[src/rtl/rti_pkg.sv]
package rti_pkg;
    localparam int RATE_W = 2;
    localparam int NRATE  = 1 << RATE_W;

    localparam logic [1:0] ADDR_RATE = 2'd0;
    localparam logic [1:0] ADDR_EN   = 2'd1;
    localparam logic [1:0] ADDR_FLAG = 2'd2;

    typedef struct packed {
        logic [RATE_W-1:0] rate;
        logic              en;
        logic              flag;
    } rti_regs_t;
endpackage

[src/rtl/rti_divider.sv]
module rti_divider
    import rti_pkg::*;
#(
    parameter int BASE_LOG2 = 13
) (
    input  logic              clk,
    input  logic              rst_n,
    input  logic [RATE_W-1:0] rate,
    output logic              expire
);
    localparam int DIV_W = BASE_LOG2 + NRATE - 1;

    logic [DIV_W-1:0] div_d, div_q;
    logic [NRATE-1:0] tap_full;

    genvar k;
    generate
        for (k = 0; k < NRATE; k++) begin : g_tap
            assign tap_full[k] = &div_q[BASE_LOG2+k-1:0];
        end
    endgenerate

    always_comb begin
        div_d  = div_q + 1'b1;
        expire = tap_full[rate];
    end

    always_ff @(posedge clk or negedge rst_n) begin
        if (!rst_n) div_q <= '0;
        else        div_q <= div_d;
    end
endmodule

[src/rtl/rti_regs.sv]
module rti_regs
    import rti_pkg::*;
(
    input  logic              clk,
    input  logic              rst_n,
    input  logic              wr,
    input  logic [1:0]        addr,
    input  logic [7:0]        wdata,
    input  logic              expire,
    output logic [RATE_W-1:0] rate,
    output logic              en,
    output logic              flag,
    output logic [7:0]        rdata
);
    rti_regs_t regs_d, regs_q;

    always_comb begin
        regs_d = regs_q;
        if (wr) begin
            case (addr)
                ADDR_RATE: regs_d.rate = wdata[RATE_W-1:0];
                ADDR_EN:   regs_d.en   = wdata[0];
                ADDR_FLAG: if (wdata[0]) regs_d.flag = 1'b0;
                default:   ;
            endcase
        end
        if (expire) regs_d.flag = 1'b1;

        rdata = '0;
        case (addr)
            ADDR_RATE: rdata[RATE_W-1:0] = regs_q.rate;
            ADDR_EN:   rdata[0]          = regs_q.en;
            ADDR_FLAG: rdata[0]          = regs_q.flag;
            default:   rdata             = '0;
        endcase
    end

    always_ff @(posedge clk or negedge rst_n) begin
        if (!rst_n) regs_q <= '0;
        else        regs_q <= regs_d;
    end

    assign rate = regs_q.rate;
    assign en   = regs_q.en;
    assign flag = regs_q.flag;
endmodule

[src/rtl/rti_timer.sv]
module rti_timer
    import rti_pkg::*;
#(
    parameter int BASE_LOG2 = 13
) (
    input  logic       clk,
    input  logic       rst_n,
    input  logic       bus_wr,
    input  logic [1:0] bus_addr,
    input  logic [7:0] bus_wdata,
    output logic [7:0] bus_rdata,
    output logic       irq_o
);
    logic [RATE_W-1:0] rate_q;
    logic              en_q;
    logic              flag_q;
    logic              expire;

    rti_divider #(.BASE_LOG2(BASE_LOG2)) u_div (
        .clk    (clk),
        .rst_n  (rst_n),
        .rate   (rate_q),
        .expire (expire)
    );

    rti_regs u_regs (
        .clk    (clk),
        .rst_n  (rst_n),
        .wr     (bus_wr),
        .addr   (bus_addr),
        .wdata  (bus_wdata),
        .expire (expire),
        .rate   (rate_q),
        .en     (en_q),
        .flag   (flag_q),
        .rdata  (bus_rdata)
    );

    assign irq_o = flag_q & en_q;
endmodule

[config.mk]
export PLATFORM = sky130hd
export DESIGN_NAME = rti_timer
export DESIGN_NICKNAME = d
export VERILOG_FILES = /design/src/rtl/rti_pkg.sv /design/src/rtl/rti_divider.sv /design/src/rtl/rti_regs.sv /design/src/rtl/rti_timer.sv
export SDC_FILE = /design/constraint.sdc
export NUM_CORES = 1
export LEC_CHECK = 0
export BUFFER_PORTS_ARGS = -buffer_cell sky130_fd_sc_hd__buf_2
export CORE_MARGIN = 10
export CORE_UTILIZATION = 40
export DETAILED_ROUTE_END_ITERATION = 8
export GPL_TIMING_DRIVEN = 0
export PLACE_DENSITY = 0.64
export SETUP_SLACK_MARGIN = 0.05
export SLEW_MARGIN = 25
export SYNTH_ARGS = -nofsm -noshare
export SYNTH_HDL_FRONTEND = slang
export SYNTH_HIERARCHICAL = 1
export SYNTH_SLANG_ARGS = --single-unit
[constraint.sdc]
create_clock -name clk -period 1.24 [get_ports clk]
set_input_delay 0.124 -clock clk [delete_from_list [all_inputs] [get_ports clk]]
set_output_delay 0.124 -clock clk [all_outputs]
set_load 0.01 [all_outputs]
==> results of run 1 <==
-- registers in the layout, summed over array words and instances (netlist names) --
| signal | cells |
|---|---|
| u_regs/rate | 2 |
| u_regs/flag | 1 |
| u_regs/en | 1 |
| u_div/div_q | 16 |
-- power by group --
group / leakage, nW / internal (mW) / switching (mW)
clock: 0.0279 / 0.327 / 0.200
combinational: 0.378 / 0.0767 / 0.0624
sequential: 0.255 / 0.670 / 0.0118
-- final cells by class --
| class | count | area, um^2 |
|---|---|---|
| fill | 219 | 1120 |
| sequential | 20 | 504 |
| multi-input combinational | 60 | 504 |
| timing repair buffer | 22 | 145 |
| buffer | 6 | 45.0 |
| tap | 30 | 37.5 |
| clock inverter | 1 | 30.0 |
| clock buffer | 3 | 22.5 |
| inverter | 5 | 18.8 |
-- routing by layer --
metal  vias up  GRT usage, %  share of wire [%]
li1        343             -                  -
met1       328          8.49                 42
met2        15          14.5                 49
met3         0          4.66                8.8
met4         0          1.32                  0
met5         -             0                  0
-- per-stage QoR --
step                      power (mW)  hold WS (ps)  setup TNS, ps  setup WS, ps
final                           1.35          63.9              0          9.27
after global routing            1.41          51.3           -341         -73.0
after CTS                       1.34          55.3              0          13.2
after detailed placement       0.804          96.3           -224          -100
after global placement         0.800          93.8           -124         -67.8
after floorplan                0.758          -172              0          54.9
-- synthesized netlist by cell type --
master	number	area [um^2]
nor3b_2	1	12.5
ha_1	1	12.5
nand3b_1	2	15.0
inv_1	5	18.8
buf_4	6	45.0
mux2_1	1	11.3
nor2b_1	1	6.26
nor4_2	2	25.0
mux2i_1	1	10.0
mux2_2	2	22.5
a21o_1	1	7.51
nor3b_1	1	7.51
dfrtp_1	20	500
nand4_4	1	21.3
o21ai_0	2	10.0
nand2_1	3	11.3
xor2_1	9	78.8
nor4_4	1	21.3
xnor2_1	5	43.8
nand3_1	5	25.0
conb_1	1	3.75
o2111a_1	1	11.3
and2_1	1	6.26
nor3_1	4	20.0
nor2_1	6	22.5
nand4b_1	1	8.76
nand4_2	1	12.5
nand4_1	1	6.26
-- cell families (layout without fill, tap and decap cells) --
group                    Yosys count  in the layout  share of synthesized area, %
buffers and inverters             11             37                          6.40
multiplexers                       4              4                          4.39
AO/OA/AOI/OAI                      4              4                          2.89
XOR/XNOR                          14             14                          12.3
other                              1              6                         0.376
adder cells (fa/ha/maj)            1              1                          1.25
flip-flops                        20             20                          50.2
AND/OR/NAND/NOR                   31             31                          22.2
-- cell usage in the layout (no fill, tap or decap) --
| cell type | n |
|---|---|
| o2111a_1 | 1 |
| mux2i_1 | 1 |
| nand2_1 | 3 |
| nand3_4 | 1 |
| nor4_2 | 2 |
| mux2_2 | 2 |
| conb_1 | 6 |
| dfrtp_1 | 17 |
| nor4_4 | 1 |
| nor3_1 | 2 |
| buf_2 | 9 |
| nand3_1 | 4 |
| clkbuf_4 | 3 |
| nand4_4 | 2 |
| nor2_4 | 1 |
| nor2b_1 | 1 |
| inv_1 | 5 |
| xnor2_1 | 5 |
| nor2_1 | 5 |
| nand4b_1 | 1 |
| buf_4 | 18 |
| dlygate4sd3_1 | 1 |
| nor3_4 | 1 |
| ha_2 | 1 |
| nor3_2 | 1 |
| xor2_1 | 9 |
| o21ai_1 | 1 |
| and2_1 | 1 |
| nor3b_2 | 2 |
| nand4_1 | 1 |
| mux2_1 | 1 |
| dfrtp_2 | 3 |
| a21o_1 | 1 |
| nand3b_1 | 2 |
| o21ai_0 | 1 |
| bufinv_16 | 1 |
-- repair_timing --
item,CTS,global route
resized for setup,8,4
buffers inserted,9,3
endpoints found under the setup margin,10,11
pin swaps,3,5
endpoints found under the hold margin,20,0
hold buffers,1,0
-- worst min path at each step --
stage | start | endpoint | slack, ps | depth (start not counted)
after floorplan | rst_n | u_div/div_q[0]$_DFF_PN0_ | -170 | 0
after global placement | rst_n | u_regs/en$_DFFE_PN0P_ | 90 | 1
after detailed placement | rst_n | u_regs/en$_DFFE_PN0P_ | 100 | 1
after CTS | bus_wdata[1] | u_regs/rate[1]$_DFFE_PN0P_ | 60 | 2
after global routing | bus_wdata[1] | u_regs/rate[1]$_DFFE_PN0P_ | 50 | 2
final | bus_wdata[1] | u_regs/rate[1]$_DFFE_PN0P_ | 60 | 2
==> results.yml, run 1 <==
global_routing:
  grt_pass1_vias: 756
  antenna_found_initial: 0
  grt.total_usage_pct: 8.27
  grt_pass1_wl_um: 3420
  grt_max_degree: 21
  grt.overflow.total: 0
place:
  place_hpwl_um: 1280
  place_congestion: 0.765
  io_buffer_count: 9
  dp_cells: 130
  place_area_um2: 1110
synthesis:
  yosysWarnings: 6
  ys_seq_area_share_pct: 50.2
  synth_cell_type_count: 28
  synth_area_per_cell_um2: 11.6
  syn-cell-area_um2: 997
  ys_seq_elements: 20
  syn_inst: 86
setup_path:
  crit_path_start: "u_div/div_q[7]$_DFF_PN0_"
  crit_family: "simple AND/OR/NAND/NOR gates"
  crit_arrival_ps: 1470
  path_max_fanout: 8
  crit_chain: "nand4_4 -> nor4_2 -> xor2_1"
  path_buf_inv: 0
  crit_type: "reg2reg"
  crit_path_top_delay_cell: "dfrtp_1"
  crit_required_ps: 1480
  cpPeakStageDelay_ps: 420
  worstReg2RegStart: "u_div/div_q[7]$_DFF_PN0_"
  worstSetupEndpoint: "u_div/div_q[13]$_DFF_PN0_"
  crit_path_start_kind: "flop"
  rr_endpoint: "u_div/div_q[13]$_DFF_PN0_"
  reg2reg_slack_ps: 9
  rr_worst_depth: 3
  cp-end-kind: "flop"
  path_depth: 3
die:
  fp-row-count: 18
  dieArea_um2: 4890
  dieHeight_um: 69.9
  coreArea_um2: 2430
  start_util_pct: 41.0
  die-width_um: 69.9
  io_pins: 22
power_and_ir_drop:
  p_leak_nw: 0.661
  powerDensity_nw_per_um2: 1030
  ir_drop_mv: 1.03
route:
  routedWlPerCell_um: 13.1
  drc: 0
  drt_iter0_drc: 10
  drt_pre_antenna_iters: 2
  drt-total-wl_um: 1920
  viasPerCell: 4.67
  vias: 686
  ant_nets: 0
sta:
  setup_viol: 0
  finalClockSkew_ps: 15.5
  finalHoldViolCount: 0
  period_share_pct: 99.3
  rsz0062_at_grt: "yes"
  fmax_mhz: 813
  final.min_clock_period_ps: 1230
  slew_violations: 0
clock_network:
  max-clock-path-buffers: 2
  cts_max_level: 1
  clock-sinks: 20
  cts_buffers: 3
  clk_pin_slew_ps: 120
  root_buffer: "clkbuf_4"
  cts_tree: "yes"
  insertion_delay_ps: 300
finish:
  areaGrowthSynthToFinish_pct: 31.1
  final-instance-count-excl-fill: 147
  n_antenna_cell: 0
  final_core_util_pct: 53.8
  fin_area_um2: 1310
  nets: 132
  layout-drive-gt1-share_pct: 41.0
run_status:
  status: "completed"
min_path:
  hold_class: "in2reg"
run:
  drv_cap: 0
Power figures use the tool's default switching activity.
==> inputs of run 2 (changes only) <==
Settings changed: CORE_MARGIN 10 to unset, CTS_CLUSTER_SIZE set to 40, RECOVER_POWER set to 25.
==> run 2 against run 1 <==
  * Total power down 12%
  * Clock power down 29%
  * Largest cell class is now multi-input gates
  * Die area down 45%
  * Non-clock buffer count increased by 3
  * First-iteration DRC count stayed put
  * Critical endpoint unchanged
  * Final area increased by 1.5%
  * Sequential share of layout area down 0.49 points
  * Largest power group unchanged
  * Combinational power down 8%
  * Global-route usage increased by 7.6 points
  * Setup slack better by 1.6 ps
==> results.yml, run 2 (synthesis gave the netlist of run 1 again) <==
power_and_ir_drop:
  p_leak_nw: 0.692
  powerDensity_nw_per_um2: 894
  ir_drop_mv: 0.775
finish:
  final-instance-count-excl-fill: 148
  seqCellArea_um2: 505
  n_antenna_cell: 0
  largest_reg_flops: 16
  multi_input_area_um2: 512
  nets: 135
  fin_area_um2: 1330
  areaGrowthSynthToFinish_pct: 33.1
  layout-drive-gt1-share_pct: 45.0
  final_common_cell: "buf_4"
  largest_register: "u_div/div_q"
  fillers: 191
  layout_common_cells: "buf_4 (19), dfrtp_1 (16), xor2_1 (9), buf_2 (8), conb_1 (6)"
route:
  vias: 723
  drt_iter0_drc: 10
  highest_layer: "met4"
  drt-total-wl_um: 1830
  wl_met1_um: 788
  ant_nets: 0
  routedWlPerCell_um: 12.4
  wl_met2_um: 929
  viasPerCell: 4.89
  drc: 0
  drt_pre_antenna_iters: 4
  wl_met3_um: 102
clock_network:
  insertion_delay_ps: 300
  max-clock-path-buffers: 2
  cts_max_level: 1
  clock-sinks: 20
  cts_tree: "yes"
  root_buffer: "clkbuf_4"
  clk_pin_slew_ps: 110
  cts_buffers: 3
sta:
  rsz0062_at_grt: "yes"
  setup_viol: 0
  finalHoldViolCount: 0
  fmax_mhz: 814
  final.min_clock_period_ps: 1230
  slew_violations: 0
  fin_ws_ps: 10.8
  finalClockSkew_ps: 5.20
  period_share_pct: 99.1
setup_path:
  rr_worst_depth: 4
  reg2reg_slack_ps: 10
  cpPeakStageDelay_ps: 380
  crit_type: "reg2reg"
  cp-end-kind: "flop"
  worstReg2RegStart: "u_div/div_q[0]$_DFF_PN0_"
  crit_path_top_delay_cell: "dfrtp_1"
  path_max_fanout: 5
  rr_endpoint: "u_div/div_q[13]$_DFF_PN0_"
  crit_arrival_ps: 1450
  crit_family: "simple AND/OR/NAND/NOR gates"
  worstSetupEndpoint: "u_div/div_q[13]$_DFF_PN0_"
  crit_chain: "buf_4 -> nand4_4 -> nor4_4 -> xor2_1"
  crit_path_start_kind: "flop"
  path_buf_inv: 1
  crit_path_start: "u_div/div_q[0]$_DFF_PN0_"
  path_depth: 4
  crit_required_ps: 1460
global_routing:
  grt.total_usage_pct: 15.9
  grt_pass1_vias: 716
  grt_max_degree: 21
  grt_pass1_wl_um: 3020
  grt.overflow.total: 0
  antenna_found_initial: 0
die:
  coreArea_um2: 2280
  dieArea_um2: 2700
  dieHeight_um: 51.9
  start_util_pct: 43.8
  io_pins: 22
  fp-row-count: 17
  die-width_um: 51.9
place:
  io_buffer_count: 9
  dp_cells: 128
  place_congestion: 0.686
  place_area_um2: 1100
  dp_slack_ps: -102
  place_hpwl_um: 1150
run:
  drv_cap: 0
run_status:
  status: "completed"
min_path:
  hold_class: "in2reg"
## run 2: cell count changes in the layout (fill, tap and decap cells not counted), sizes merged
cell	before	now
bufinv	1	0
clkbuf	3	5
buf	27	29
## run 2: per-stage QoR
| stage | hold WS [ps] | TNS, ps | utilization [%] | power (mW) |
|---|---|---|---|---|
| global placement | 89.0 | -168 | 48.5 | 0.798 |
| CTS | 48.0 | 0 | 56.5 | 1.21 |
| floorplan | -172 | 0 | - | 0.758 |
| detailed placement | 97.6 | -353 | 48.5 | 0.801 |
| finish | 54.9 | 0 | 58.3 | 1.19 |
| global route | 43.5 | -329 | 58.3 | 1.25 |
## run 2: area by class of cell
cell class                 count  area share (%)
timing repair buffer          25            13.2
clock buffer                   4            2.73
multi-input combinational     60            38.5
tap                           28            2.64
sequential                    20            38.1
inverter                       5            1.41
buffer                         6            3.39
## run 2: how the worst min path moves through the flow
stage                  from                    endpoint  slack (ps)  cells past startpoint
6_report       bus_wdata[1]  u_regs/rate[1]$_DFFE_PN0P_          50                      2
3_5_place_dp          rst_n   u_div/div_q[13]$_DFF_PN0_         100                      1
5_1_grt        bus_wdata[1]  u_regs/rate[1]$_DFFE_PN0P_          40                      2
2_1_floorplan         rst_n    u_div/div_q[0]$_DFF_PN0_        -170                      0
3_3_place_gp          rst_n   u_div/div_q[14]$_DFF_PN0_          90                      1
4_1_cts        bus_wdata[1]  u_regs/rate[1]$_DFFE_PN0P_          50                      2
## run 2: repair_timing
action / CTS / global route
pin swaps: 7 / 3
hold endpoints to repair: 20 / 0
setup endpoints to repair: 12 / 13
gates resized for setup: 12 / 5
hold buffers: 1 / 0
setup buffers: 12 / 3
## run 2: metal layers
metal / GRT usage [%] / up-vias
met4: 4.05 / 0
met1: 16.6 / 348
met5: 0 / -
li1: - / 353
met3: 6.14 / 2
met2: 29.3 / 20
## run 2: report_power, final
group,internal (mW),switching [mW],total [mW]
Combinational,0.0694,0.0589,0.128
Sequential,0.670,0.0129,0.683
Clock,0.179,0.197,0.376
Total,0.919,0.269,1.19
